--- config.mk ---
export PLATFORM = sky130hd
export DESIGN_NAME = flash_isp_ctrl
export DESIGN_NICKNAME = d
export VERILOG_FILES = /design/src/rtl/isp_pkg.sv /design/src/rtl/isp_pulse_timer.sv /design/src/rtl/isp_boot_sel.sv /design/src/rtl/flash_isp_ctrl.sv
export SDC_FILE = /design/constraint.sdc
export NUM_CORES = 1
export LEC_CHECK = 0
export ABC_CLOCK_PERIOD_IN_PS = 2000
export BUFFER_PORTS_ARGS = -buffer_cell sky130_fd_sc_hd__buf_2
export CORE_ASPECT_RATIO = 0.7
export CORE_MARGIN = 1.5
export CORE_UTILIZATION = 45
export DETAILED_ROUTE_END_ITERATION = 8
export PLACE_DENSITY = 0.73
export SYNTH_ARGS = -nofsm -noshare
export SYNTH_HDL_FRONTEND = slang
export SYNTH_SLANG_ARGS = --single-unit
--- constraint.sdc ---
create_clock -name clk -period 2 [get_ports clk]
set_clock_uncertainty 0.1 [all_clocks]
set_input_delay 0.1 -clock clk [delete_from_list [all_inputs] [get_ports clk]]
set_output_delay 0.1 -clock clk [all_outputs]
set_load 0.1 [all_outputs]
--- src/rtl/isp_pkg.sv ---
package isp_pkg;
  // register select codes
  localparam logic [2:0] RS_ADR_HI = 3'd0;
  localparam logic [2:0] RS_ADR_LO = 3'd1;
  localparam logic [2:0] RS_RDATA  = 3'd2;
  localparam logic [2:0] RS_WDATA  = 3'd3;
  localparam logic [2:0] RS_TIMING = 3'd4;
  localparam logic [2:0] RS_CTRL   = 3'd5;
  // array command codes (also the control operation codes)
  localparam logic [2:0] OP_IDLE = 3'd0;
  localparam logic [2:0] OP_READ = 3'd1;
  localparam logic [2:0] OP_PROG = 3'd2;
  localparam logic [2:0] OP_PAGE = 3'd3;
  localparam logic [2:0] OP_MASS = 3'd4;
  // control write bits
  localparam int CB_EXIT = 5;
  localparam int CB_CLR  = 6;
endpackage

--- src/rtl/isp_pulse_timer.sv ---
module isp_pulse_timer #(
  parameter int CW = 8
) (
  input  logic          clk,
  input  logic          rst_n,
  input  logic          start,
  input  logic [CW-1:0] len,
  output logic          busy
);
  logic [CW-1:0] cnt;

  always_ff @(posedge clk or negedge rst_n) begin
    if (!rst_n) begin
      cnt  <= '0;
      busy <= 1'b0;
    end else if (start) begin
      cnt  <= len;
      busy <= 1'b1;
    end else if (busy) begin
      if (cnt == CW'(1)) busy <= 1'b0;
      cnt <= cnt - CW'(1);
    end
  end


  load_only_chk: assert property (@(posedge clk) disable iff (!rst_n)
    $rose(busy) |-> $past(start));

  start_busy_chk: assert property (@(posedge clk) disable iff (!rst_n)
    start |=> busy);
endmodule

--- src/rtl/isp_boot_sel.sv ---
module isp_boot_sel #(
  parameter int          AW       = 16,
  parameter logic [15:0] ROM_BASE = 16'hFC00
) (
  input  logic          clk,
  input  logic          rst_n,
  input  logic          exit_req,
  input  logic          opt_boot,
  output logic          boot_rom,
  output logic [AW-1:0] start_vec
);
  logic armed;

  always_ff @(posedge clk or negedge rst_n) begin
    if (!rst_n) begin
      boot_rom <= 1'b1;
      armed    <= 1'b1;
    end else if (armed || exit_req) begin
      boot_rom <= !opt_boot;
      armed    <= 1'b0;
    end
  end

  assign start_vec = boot_rom ? AW'(ROM_BASE) : '0;


  boot_hold_chk: assert property (@(posedge clk) disable iff (!rst_n)
    ($past(!armed) && $past(!exit_req)) |-> $stable(boot_rom));
endmodule

--- src/rtl/flash_isp_ctrl.sv ---
module flash_isp_ctrl
  import isp_pkg::*;
#(
  parameter int          DW         = 8,
  parameter int          PAGE_BYTES = 64,
  parameter logic [15:0] ROM_BASE   = 16'hFC00,
  parameter logic [15:0] OPT_ALIAS  = 16'hFFFF,
  parameter logic [15:0] OPT_PHYS   = 16'h7FFF
) (
  input  logic            clk,
  input  logic            rst_n,
  input  logic [2:0]      bus_addr,
  input  logic [DW-1:0]   bus_wdata,
  input  logic            bus_we,
  input  logic            bus_re,
  input  logic            bus_priv,
  output logic [DW-1:0]   bus_rdata,
  output logic [2*DW-1:0] fl_addr,
  output logic [DW-1:0]   fl_wdata,
  output logic [2:0]      fl_cmd,
  input  logic [DW-1:0]   fl_rdata,
  output logic            fl_busy,
  input  logic            opt_boot,
  output logic            boot_rom,
  output logic [2*DW-1:0] start_vec
);
  localparam int AW      = 2 * DW;
  localparam int PG_BITS = $clog2(PAGE_BYTES);

  logic [DW-1:0] adr_hi, adr_lo, rd_q, wr_q, tim_q;
  logic [2:0]    op_q;
  logic          err_q, rd_pend, busy;
  logic [AW-1:0] tgt;
  logic          data_wr, ctrl_wr, cmd_valid, timed, busy_hit, reject, start, rd_go, exit_req;
  logic [2:0]    req_op;

  assign tgt     = {adr_hi, adr_lo};
  assign data_wr = bus_we && (bus_addr == RS_ADR_HI || bus_addr == RS_ADR_LO ||
                              bus_addr == RS_WDATA  || bus_addr == RS_TIMING);
  assign ctrl_wr   = bus_we && bus_priv && (bus_addr == RS_CTRL);
  assign req_op    = bus_wdata[2:0];
  assign cmd_valid = ctrl_wr && (req_op >= OP_READ) && (req_op <= OP_MASS);
  assign timed     = (req_op == OP_PROG) || (req_op == OP_PAGE) || (req_op == OP_MASS);
  assign busy_hit  = busy && (data_wr || cmd_valid);
  assign reject    = cmd_valid && !busy && timed &&
                     ((tim_q == '0) || (req_op == OP_MASS && tgt != '0));
  assign start     = cmd_valid && !busy && timed && !reject;
  assign rd_go     = cmd_valid && !busy && (req_op == OP_READ);
  assign exit_req  = ctrl_wr && bus_wdata[CB_EXIT];

  always_ff @(posedge clk or negedge rst_n) begin
    if (!rst_n) begin
      adr_hi  <= '0;
      adr_lo  <= '0;
      rd_q    <= '0;
      wr_q    <= '0;
      tim_q   <= '0;
      op_q    <= OP_IDLE;
      err_q   <= 1'b0;
      rd_pend <= 1'b0;
    end else begin
      if (data_wr && !busy) begin
        case (bus_addr)
          RS_ADR_HI: adr_hi <= bus_wdata;
          RS_ADR_LO: adr_lo <= bus_wdata;
          RS_WDATA:  wr_q   <= bus_wdata;
          RS_TIMING: tim_q  <= bus_wdata;
          default: ;
        endcase
      end
      if (start) op_q <= req_op;
      rd_pend <= rd_go;
      if (rd_pend) rd_q <= fl_rdata;
      if (busy_hit || reject) err_q <= 1'b1;
      else if (ctrl_wr && bus_wdata[CB_CLR]) err_q <= 1'b0;
    end
  end

  isp_pulse_timer #(.CW(DW)) u_timer (
    .clk(clk), .rst_n(rst_n), .start(start), .len(tim_q), .busy(busy)
  );

  isp_boot_sel #(.AW(AW), .ROM_BASE(ROM_BASE)) u_boot (
    .clk(clk), .rst_n(rst_n), .exit_req(exit_req), .opt_boot(opt_boot),
    .boot_rom(boot_rom), .start_vec(start_vec)
  );

  always_comb begin
    if (busy && op_q == OP_PAGE)
      fl_addr = {tgt[AW-1:PG_BITS], {PG_BITS{1'b0}}};
    else if (rd_pend && tgt == AW'(OPT_ALIAS))
      fl_addr = AW'(OPT_PHYS);
    else
      fl_addr = tgt;
  end

  assign fl_cmd   = busy ? op_q : (rd_pend ? OP_READ : OP_IDLE);
  assign fl_wdata = wr_q;
  assign fl_busy  = busy;

  always_comb begin
    bus_rdata = '0;
    if (bus_re) begin
      case (bus_addr)
        RS_ADR_HI: bus_rdata = adr_hi;
        RS_ADR_LO: bus_rdata = adr_lo;
        RS_RDATA:  bus_rdata = rd_q;
        RS_WDATA:  bus_rdata = wr_q;
        RS_TIMING: bus_rdata = tim_q;
        RS_CTRL:   bus_rdata = bus_priv ? {{(DW-3){1'b0}}, boot_rom, err_q, busy} : '0;
        default:   bus_rdata = '0;
      endcase
    end
  end


  addr_hold_chk: assert property (@(posedge clk) disable iff (!rst_n)
    (fl_busy && $past(fl_busy)) |-> $stable(fl_addr));

  mass_zero_chk: assert property (@(posedge clk) disable iff (!rst_n)
    (fl_cmd == OP_MASS) |-> (fl_addr == '0));

  no_zero_pulse_chk: assert property (@(posedge clk) disable iff (!rst_n)
    $rose(fl_busy) |-> ($past(tim_q) != '0));

  err_sticky_chk: assert property (@(posedge clk) disable iff (!rst_n)
    ($past(err_q) && !($past(ctrl_wr) && $past(bus_wdata[CB_CLR]))) |-> err_q);
endmodule

==> results.json <==
{
  "routabilityCongestion": 0.922,
  "multi_input_area_um2": 1720,
  "fmax_ghz": 0.502,
  "synth_edf_count": 0,
  "p_comb_frac": 0.221,
  "grt_pass1_wl_um": 13600,
  "vias_per_cell": 5.52,
  "hold_violations": 0,
  "drc": 0,
  "io_pins": 78,
  "drive_gt1_frac": 0.544,
  "crit_type": "flip-flop to output port",
  "cts.htree.levels": 2,
  "leakagePower_nw": 2.06,
  "finalCritPeriodShare": 0.996,
  "grt_pass1_vias": 2530,
  "path_clk_slew_ns": 0.10,
  "clock-sinks": 56,
  "peakVddDrop_uv": 353,
  "wire_per_inst_um": 18.6,
  "netlist_top_cells_area": "dfrtp_1 42%, mux2_2 19%, buf_4 4.0%",
  "fin_crit_ns": 1.99,
  "synthDistinctLibCells": 50,
  "p_int_mw": 1.56,
  "yosys.area.top_type": "dfrtp_1",
  "ant_nets": 0,
  "p_sw_frac": 0.331,
  "root_buffer": "clkbuf_8",
  "utilization": 0.634,
  "clkLatencyLatePin_ns": 0.31,
  "crit_chain": "mux4_2, inv_1, o22ai_1, and2_2, buf_12",
  "synth_area_um2": 3210,
  "seqPwrFrac": 0.499,
  "synth-seq-cells": 56,
  "dp_worst_setup_slack_ns": 0.140,
  "setup_tns_ns": 0,
  "setup_slack_ns": 0.00858,
  "grt_usage": 0.233,
  "grt_max_degree": 57,
  "critPathArrivalTime_ns": 1.79,
  "cts_buffer_depth": 2,
  "p_clk_frac": 0.280,
  "synthCells": 283,
  "seq_area_um2": 1420,
  "required_ns": 1.80,
  "max-cap-violations": 0,
  "dp.final_hpwl_um": 6030,
  "cts_tree": "done",
  "avgSynthCellArea_um2": 11.3,
  "yosysSeqAreaShare": 0.437,
  "die_h_um": 73.7,
  "cts_made_buffers": 5,
  "critPathCaptureType": "output port",
  "outcome": "finished clean",
  "ys_warn_count": 0,
  "vias": 2589,
  "port_buffers": 67,
  "ys.flop_type": "dfrtp_1",
  "maxSlewViolCount": 0,
  "antenna_found_initial": 0,
  "async_flop_share": 1.00,
  "start_kind": "flip-flop",
  "antenna_cells": 0,
  "cpPeakStageDelay_ns": 0.47,
  "rsz0062_at_grt": "yes",
  "hp-class": "primary input to flip-flop",
  "finalSetupViolations": 0,
  "initial_utilization": 0.471,
  "final_nets": 401,
  "std_cell_rows": 25,
  "initialDrtViolationCount": 278,
  "slew_headroom": 0.662,
  "fillers": 540,
  "power_switching_mw": 0.771,
  "cpMaxStageDelayCell": "mux4_2",
  "firstDrtPassIters": 4,
  "p_per_area_nw_per_um2": 539,
  "area_growth_pct": 34.7,
  "dieArea_um2": 7660,
  "grt-ovfl-total": 0,
  "synth_top_area_share": 0.421,
  "worst-path-max-fanout": 5,
  "drt_wl_total_um": 8740,
  "die_x_um": 104,
  "core-area_um2": 6820,
  "tightest_slew_ns": 0.503
}
power by group through the flow:
| stage | clock network (mW) | registers, mW | logic, mW |
|---|---|---|---|
| 2_1_floorplan | 0 | 1.22 | 0.353 |
| 3_3_place_gp | 0 | 1.19 | 0.464 |
| 3_5_place_dp | 0 | 1.19 | 0.466 |
| 4_1_cts | 0.663 | 1.16 | 0.498 |
| 5_1_grt | 0.721 | 1.17 | 0.537 |
| 6_report | 0.653 | 1.16 | 0.515 |
worst max-delay path: cells and delay by family, from the launching register on:
family                 cells  cell delay (ns)
muxes                      1             0.47
DFF                        1             0.44
AOI/OAI and AO/OA          1             0.08
and+or+nand+nor            1             0.24
buffers and inverters      2             0.24
layout make-up:
cell class	count	share of cell area
clock inverter	1	0.00202
clock buffer	7	0.0200
tap	94	0.0272
multi-input combinational	191	0.398
inverter	8	0.00694
sequential	56	0.327
timing repair buffer	112	0.219
metrics by stage:
step	power [mW]	instance area, µm²	hold WS, ns	std cells
2_1_floorplan	1.57	3320	-0.296	293
3_3_place_gp	1.65	3820	0.0208	430
3_5_place_dp	1.65	3820	0.0226	430
4_1_cts	2.32	4190	0.00410	464
5_1_grt	2.42	4330	0.0101	469
6_report	2.33	4330	0.0172	469
flip-flops by register name, indices dropped and copies added, names as in the netlist:
| signal | count |
|---|---|
| op_q | 3 |
| fl_wdata | 8 |
| adr_lo | 8 |
| tim_q | 8 |
| u_timer.busy | 1 |
| u_boot.armed | 1 |
| err_q | 1 |
| u_boot.boot_rom | 1 |
| rd_pend | 1 |
| rd_q | 8 |
| u_timer.cnt | 8 |
| adr_hi | 8 |
repair_timing:
| action | 4_1_cts | 5_1_grt |
|---|---|---|
| buffers inserted | 11 | 5 |
| setup endpoints to repair | 5 | 16 |
| gates resized for setup | 12 | 21 |
| hold buffers | 15 | 0 |
| hold endpoints to repair | 80 | 0 |
| pin swaps | 0 | 2 |
placed cells by master, fill, tap and decap left out, types with 3 or more instances in the layout:
cell type	instances
a21oi_1	3
a22oi_1	3
a31oi_1	6
a31oi_4	3
and2_2	8
buf_12	15
buf_2	52
buf_4	27
buf_6	3
clkbuf_8	6
conb_1	11
dfrtp_1	47
dfrtp_2	6
dlygate4sd3_1	15
inv_1	8
mux2_2	53
mux4_2	5
nand2_1	10
nand3b_1	5
nand4_1	4
nor2_1	6
nor2b_1	6
nor2b_4	6
nor4_1	8
o21a_2	3
o21ai_0	6
xor2_1	5
kinds of logic (layout without fill, tap and decap cells):
logic type               Yosys count  count (layout)  share of synthesized area
AND/OR/NAND/NOR                   75              75                      0.144
buffers and inverters             46             128                     0.0810
flip-flops                        56              56                      0.437
AO/OA/AOI/OAI                     36              36                     0.0830
XOR/XNOR                           7               7                     0.0191
other                              1              11                    0.00117
multiplexers                      60              60                      0.227
adder cells (fa/ha/maj)            2               2                    0.00779
Yosys cell counts, types with 3 or more instances:
| cell type | n |
|---|---|
| nand2_1 | 10 |
| inv_1 | 8 |
| nor2_1 | 6 |
| nor2b_1 | 12 |
| nand4_1 | 4 |
| dfrtp_1 | 54 |
| and2_1 | 10 |
| o21ai_0 | 6 |
| nand3b_1 | 5 |
| a21oi_1 | 3 |
| buf_4 | 17 |
| mux2_2 | 53 |
| a31oi_1 | 9 |
| clkbuf_1 | 12 |
| nor4_1 | 10 |
| buf_2 | 6 |
| xor2_1 | 5 |
| o21a_1 | 3 |
| a22oi_1 | 3 |
| mux4_2 | 5 |
routing by layer:
metal	global-route usage	vias to the layer above	share of wire
met2	0.348	108	0.44
li1	-	1180	-
met3	0.0559	17	0.076
met5	0	-	0
met4	0.0864	0	0.021
met1	0.332	1284	0.46
final timing paths:
kind	depth (start not counted)	start	end	slack [ns]
min in group asynchronous	3	rst_n	fl_wdata[6]$_DFFE_PN0P_	0.22
worst min register to register	1	rd_q[1]$_DFFE_PN0P_	rd_q[1]$_DFFE_PN0P_	0.42
worst max-delay path	5	adr_hi[2]$_DFFE_PN0P_	bus_rdata[2]	0.009
max in group asynchronous	3	rst_n	u_boot.armed$_DFFE_PN1P_	1.29
worst min-delay path	3	bus_we	rd_pend$_DFF_PN0_	0.02
worst max register to register	5	adr_lo[4]$_DFFE_PN0P_	u_timer.cnt[3]$_DFFE_PN0P_	0.08
Note: power is estimated with default switching activity, not from simulation.
